--- src/rtl/burst_addr_gen.sv ---
module burst_addr_gen #(
  parameter int ADDR_W = 18,
  parameter int CNT_W  = 2
) (
  input  logic              clk,
  input  logic              rst,
  input  logic              strobe_a,
  input  logic              strobe_b,
  input  logic              adv,
  input  logic              order_lin,
  input  logic [ADDR_W-1:0] addr_in,
  output logic [ADDR_W-1:0] addr_out,
  output logic              valid
);
  localparam int HI_W = ADDR_W - CNT_W;

  logic [ADDR_W-1:0] base_q;
  logic [CNT_W-1:0]  beat_q;
  logic              lin_q;
  logic              valid_q;
  logic [CNT_W-1:0]  low;

  wire load = strobe_a | strobe_b;

  always_ff @(posedge clk) begin
    if (rst) begin
      base_q  <= '0;
      beat_q  <= '0;
      lin_q   <= 1'b0;
      valid_q <= 1'b0;
    end else if (load) begin
      base_q  <= addr_in;
      beat_q  <= '0;
      lin_q   <= order_lin;
      valid_q <= 1'b1;
    end else if (adv && valid_q) begin
      beat_q  <= beat_q + 1'b1;
    end
  end

  assign low      = lin_q ? base_q[CNT_W-1:0] + beat_q : base_q[CNT_W-1:0] ^ beat_q;
  assign addr_out = {base_q[ADDR_W-1:CNT_W], low};
  assign valid    = valid_q;

  logic [HI_W-1:0] unused_hi;
  assign unused_hi = base_q[ADDR_W-1:CNT_W];
endmodule

--- config.mk ---
export PLATFORM = sky130hd
export DESIGN_NAME = burst_addr_gen
export DESIGN_NICKNAME = d
export VERILOG_FILES = /design/src/rtl/burst_addr_gen.sv
export SDC_FILE = /design/constraint.sdc
export NUM_CORES = 1
export LEC_CHECK = 0
export CORE_AREA = 2 2 46 48
export CTS_BUF_LIST = sky130_fd_sc_hd__clkbuf_4
export DETAILED_ROUTE_END_ITERATION = 16
export DIE_AREA = 0 0 48 50
export DONT_BUFFER_PORTS = 1
export PLACE_DENSITY = 0.74
export SLEW_MARGIN = 10
export SYNTH_ARGS = -nofsm -noshare
export SYNTH_HDL_FRONTEND = slang
export SYNTH_SLANG_ARGS = --single-unit
--- constraint.sdc ---
create_clock -name clk -period 1.77 [get_ports clk]
set_clock_uncertainty 0.2 [all_clocks]
set_input_delay 0.4425 -clock clk [delete_from_list [all_inputs] [get_ports clk]]
set_output_delay 0.4425 -clock clk [all_outputs]
set_load 0.03 [all_outputs]
==> results of run 1 <==
synthesized netlist by cell type, drive strengths merged (7+ instances only):
cell	number	area, um^2
buf	19	148
o21ai	19	95.1
or3b	19	166
a21oi	19	95.1
dfxtp	22	440
clkbuf	7	26.3
routing by layer:
metal | track usage (%) | share of wire [%] | routed length, um | vias up
li1 | - | - | - | 375
met1 | 20.1 | 45 | 847 | 343
met2 | 25.1 | 48 | 889 | 26
met3 | 3.66 | 6.2 | 116 | 2
met4 | 6.76 | 0.75 | 14 | 0
met5 | 0 | 0 | 0 | -
cells by family after synthesis:
kind of cell	Yosys count	synth area share, %
fa+ha+maj	1	1.17
compound gates	40	19.6
simple gates	26	19.3
buf+inv	26	16.2
flops	22	41.1
xor+xnor	2	1.63
mux	1	1.05
where the power goes:
group / internal (mW) / switching (mW)
sequential: 0.524 / 0.0626
clock: 0.0790 / 0.132
combinational: 0.0433 / 0.0364
final cells by class:
cell class / instances / area [um^2]
Clock buffer: 3 / 22.5
Fill cell: 179 / 847
Multi-Input combinational cell: 70 / 480
Sequential cell: 22 / 445
Tap cell: 27 / 33.8
Timing Repair Buffer: 8 / 72.6
timing repair:
item | 4_1_cts | 5_1_grt
setup endpoints to repair | 1 | 1
pin swaps | 3 | 1
resized for setup | 6 | 2
cloned | 0 | 0
buffers inserted | 1 | 0
hold buffers | 2 | 3
endpoints found under the hold margin | 17 | 4
worst max path at each step:
stage | slack (ns) | to | cells past startpoint
after floorplan | 0.07 | addr_out[1] | 3
after global placement | 0.26 | addr_out[1] | 4
after detailed placement | 0.26 | addr_out[1] | 4
after CTS | -0.04 | addr_out[1] | 4
after global routing | -0.07 | addr_out[1] | 4
final | -0.03 | addr_out[1] | 3
worst max-delay path, cell delays in order, from the launching register on:
cell and delay, ns:
dfxtp_2 0.35, xor2_2 0.17, xnor2_1 0.16, buf_4 0.18
state kept, by name, summed over array words and instances (netlist names):
register	cells
base_q	18
beat_q	2
lin_q	1
valid	1
==> flow_metrics.env, run 1 <==
export IMPL_synth_area_per_cell_um2=9.09
export IMPL_wl_per_cell_um=14.4
export IMPL_drv_slew=0
export IMPL_dieArea_um2=2400
export IMPL_drt_iter0_drc=6
export IMPL_timing_final_crit_share_pct=102
export IMPL_fin_util_pct=55.5
export IMPL_htreeDepth=1
export IMPL_gp_congestion=0.673
export IMPL_antenna_cells=0
export IMPL_timing_rr_start="valid$_SDFFE_PP0P_"
export IMPL_ys_types=22
export IMPL_grt_pass1_wl_um=2820
export IMPL_failed_checks="negative setup slack"
export IMPL_clk_latency_ns=0.28
export IMPL_startpoint="base_q[1]$_SDFFE_PP0P_"
export IMPL_design_area_um2=1050
export IMPL_setup_slack_ns=-0.0271
export IMPL_postRouteAntennaNets=0
export IMPL_die_h_um=50
export IMPL_finalSetupTns_ns=-0.0271
export IMPL_timing_slew_headroom_pct=58.3
export IMPL_synthCells=118
export IMPL_area_delta_synth_final_pct=-1.63
export IMPL_hp_start="strobe_a"
export IMPL_drc=0
export IMPL_synth_nets=143
export IMPL_antenna_found_initial=0
export IMPL_status="finished, violations left"
export IMPL_syn_area_um2=1070
export IMPL_arrival_ns=1.15
export IMPL_ff2ff_path_depth=2
export IMPL_min_to="valid$_SDFFE_PP0P_"
export IMPL_portBuffers=0
export IMPL_dpl_cell_area_um2=947
export IMPL_crit_path_end_kind="primary output"
export IMPL_worst_pin_slew_ns=0.624
export IMPL_power_mw=0.878
export IMPL_critPathRequiredTime_ns=1.13
export IMPL_viasPerCell=5.74
export IMPL_place_ws_ns=0.263
export IMPL_synth_seq_area_share_pct=41.1
export IMPL_numCtsBuffers=3
export IMPL_cts_root_buf="clkbuf_4"
export IMPL_row_count=16
export IMPL_hp_class="in -> reg"
export IMPL_p_leak_nw=0.348
export IMPL_hold_viol=0
export IMPL_start_util_pct=56.4
export IMPL_io_pins=43
export IMPL_crit_fanout=2
export IMPL_min_period_ns=1.80
export IMPL_finalSetupViolations=1
export IMPL_num_vias=746
export IMPL_ys_async_sr_fraction_pct=0
export IMPL_cts_sinks=22
export IMPL_whs_ns=0.0851
export IMPL_grt_pass1_vias=665
export IMPL_yosys_warnings=0
export IMPL_synth_edf_count=0
export IMPL_vdd_ir_drop_max_mv=0.464
export IMPL_grt_usage_pct=16.0
export IMPL_drive_gt1_share_pct=15.5
export IMPL_final_cells=130
export IMPL_routed_wl_um=1870
export IMPL_cts_buffer_depth=2
export IMPL_r2r_slack_ns=0.35
export IMPL_power_density_nw_per_um2=832
export IMPL_hold_path_depth=2
export IMPL_fmax_mhz=556
export IMPL_drv_cap=0
export IMPL_criticalPathCategory="reg -> out"
export IMPL_drtPass1Iterations=4
export IMPL_final_cell_mix="o21ai_0 (19), a21oi_1 (19), dfxtp_1 (18)"
export IMPL_synth_ff_type="dfxtp_1"
export IMPL_coreArea_um2=1900
export IMPL_r2r_end="beat_q[0]$_SDFFE_PP0P_"
export IMPL_synth_seq_cells=22
export IMPL_cts_tree="done"
export IMPL_final_nets=130
export IMPL_grt_overflow=0
export IMPL_grt_max_degree=43
export IMPL_dp_hpwl_um=1110
export IMPL_rsz0062_at_grt="yes"
export IMPL_die_x_um=48
export IMPL_cp_start_kind="flop"
export IMPL_clk_pin_slew_ns=0.11
export IMPL_place_inst=121
Note: power is estimated with default switching activity, not from simulation.
==> run 2: changes to the inputs <==
Settings changed: CAP_MARGIN set to 15, PLACE_DENSITY 0.74 to 0.77.
Clock period 1.77 ns to 1.4 ns, I/O delays scaled along.
==> flow_metrics.env, run 2 (same netlist as run 1, synthesis figures left out) <==
export IMPL_drive_gt1_share_pct=33.8
export IMPL_drv_slew=0
export IMPL_die_h_um=50
export IMPL_grt_pass1_vias=891
export IMPL_finalSetupViolations=2
export IMPL_hp_class="in -> reg"
export IMPL_clk_pin_slew_ns=0.13
export IMPL_coreArea_um2=1900
export IMPL_setup_slack_ns=-0.330
export IMPL_dieArea_um2=2400
export IMPL_status="finished, violations left"
export IMPL_numCtsBuffers=3
export IMPL_io_pins=43
export IMPL_drtPass1Iterations=4
export IMPL_hold_viol=1
export IMPL_arrival_ns=1.18
export IMPL_vdd_ir_drop_max_mv=0.669
export IMPL_cts_root_buf="clkbuf_4"
export IMPL_final_cell_mix="dlygate4sd3_1 (22), o21ai_0 (19), a21oi_1 (18)"
export IMPL_critPathRequiredTime_ns=0.85
export IMPL_antenna_cells=0
export IMPL_cp_top_family="flip-flops"
export IMPL_place_ws_ns=-0.0262
export IMPL_p_int_mw=1.09
export IMPL_cts_tree="done"
export IMPL_max_stage_delay_ns=0.38
export IMPL_portBuffers=0
export IMPL_rsz0062_at_grt="yes"
export IMPL_crit_path_end_kind="primary output"
export IMPL_num_vias=915
export IMPL_antenna_found_initial=0
export IMPL_grt_usage_pct=23.8
export IMPL_sequentialPowerShare_pct=47.4
export IMPL_dp_hpwl_um=1330
export IMPL_largest_reg_flops=18
export IMPL_cp_start_kind="flop"
export IMPL_viasPerCell=5.51
export IMPL_final_nets=165
export IMPL_worst_pin_slew_ns=0.816
export IMPL_fill_cells=137
export IMPL_power_mw=1.46
export IMPL_gp_congestion=0.709
export IMPL_htreeDepth=1
export IMPL_cts_setup_buffers=0
export IMPL_p_leak_nw=0.579
export IMPL_power_switching_mw=0.366
export IMPL_pwr_share_comb_pct=18.6
export IMPL_critPathBufInv=0
export IMPL_timing_final_crit_share_pct=124
export IMPL_switching_share_pct=25.1
export IMPL_grt_overflow=0
export IMPL_wl_per_cell_um=16.9
export IMPL_area_delta_synth_final_pct=36.9
export IMPL_whs_ns=-0.00314
export IMPL_routed_wl_um=2800
export IMPL_start_util_pct=56.4
export IMPL_top_regs="base_q x18, beat_q x2"
export IMPL_die_x_um=48
export IMPL_cts_buffer_depth=2
export IMPL_grt_pass1_wl_um=4030
export IMPL_crit_slowest_cell="dfxtp_2"
export IMPL_clkPwrFrac_pct=34.0
export IMPL_failed_checks="negative hold slack, negative setup slack"
export IMPL_regMostFlops="base_q"
export IMPL_drt_iter0_drc=13
export IMPL_place_inst=137
export IMPL_timing_slew_headroom_pct=45.6
export IMPL_criticalPathCategory="reg -> out"
export IMPL_power_density_nw_per_um2=992
export IMPL_min_period_ns=1.73
export IMPL_grt_max_degree=35
export IMPL_crit_fanout=2
export IMPL_fmax_mhz=578
export IMPL_postRouteAntennaNets=0
export IMPL_drc=0
export IMPL_row_count=16
export IMPL_final_common_cell="dlygate4sd3_1"
export IMPL_drv_cap=0
export IMPL_cts_sinks=22
export IMPL_cp_cell_sequence="ha_4 > nand2_4 > xnor2_4"
export IMPL_final_cells=166
export IMPL_clk_latency_ns=0.32
-- run 2: cell types whose count changed in the layout (fill, tap and decap cells not counted), sizes merged --
cell / before / now
buf: 3 / 18
bufinv: 0 / 1
dlygate4sd3: 5 / 22
dlymetal6s4s: 0 / 3
-- run 2: layer usage --
layer  track usage, %  wire length (um)  vias up
met5                0                 0        -
met4             11.3                84        0
met3             4.40               106        9
met2             41.8              1560       31
met1             25.7              1060      429
li1                 -                 -      446
-- run 2: cell type report --
cell class / instances / area, um^2 / share of cell area [%]
sequential: 22 / 460 / 31.4
tap: 27 / 33.8 / 2.30
timing repair buffer: 43 / 408 / 27.8
multi-input combinational: 70 / 513 / 35.0
clock inverter: 1 / 30.0 / 2.05
clock buffer: 3 / 22.5 / 1.53
-- run 2: worst paths after layout --
kind,startpoint,end,slack (ns),cells past startpoint
max,beat_q[0]$_SDFFE_PP0P_,addr_out[1],-0.33,3
min,strobe_b,base_q[11]$_SDFFE_PP0P_,-0.003,2
max reg2reg,beat_q[0]$_SDFFE_PP0P_,beat_q[0]$_SDFFE_PP0P_,0.10,3
min reg2reg,valid$_SDFFE_PP0P_,beat_q[0]$_SDFFE_PP0P_,0.36,2
-- run 2: stage by stage --
stage                     TNS (ns)  cell area (um^2)  utilization (%)
after detailed placement   -0.0262              1090             57.5
after floorplan                  0              1100                -
after CTS                    -2.67              1420             74.4
after global placement           0              1090             57.5
after global routing        -0.547              1470             77.2
final                       -0.474              1470             77.2
-- run 2: timing repair --
| item | 4_1_cts | 5_1_grt |
|---|---|---|
| hold endpoints to repair | 21 | 2 |
| resized for setup | 9 | 20 |
| pin swaps | 3 | 1 |
| hold buffers | 24 | 1 |
| endpoints found under the setup margin | 3 | 38 |
-- run 2: power groups by stage --
stage	clock [mW]	sequential (mW)	combinational (mW)
after floorplan	0	0.694	0.198
after global placement	0	0.692	0.180
after detailed placement	0	0.695	0.184
after CTS	0.503	0.684	0.258
after global routing	0.513	0.694	0.291
final	0.495	0.690	0.271
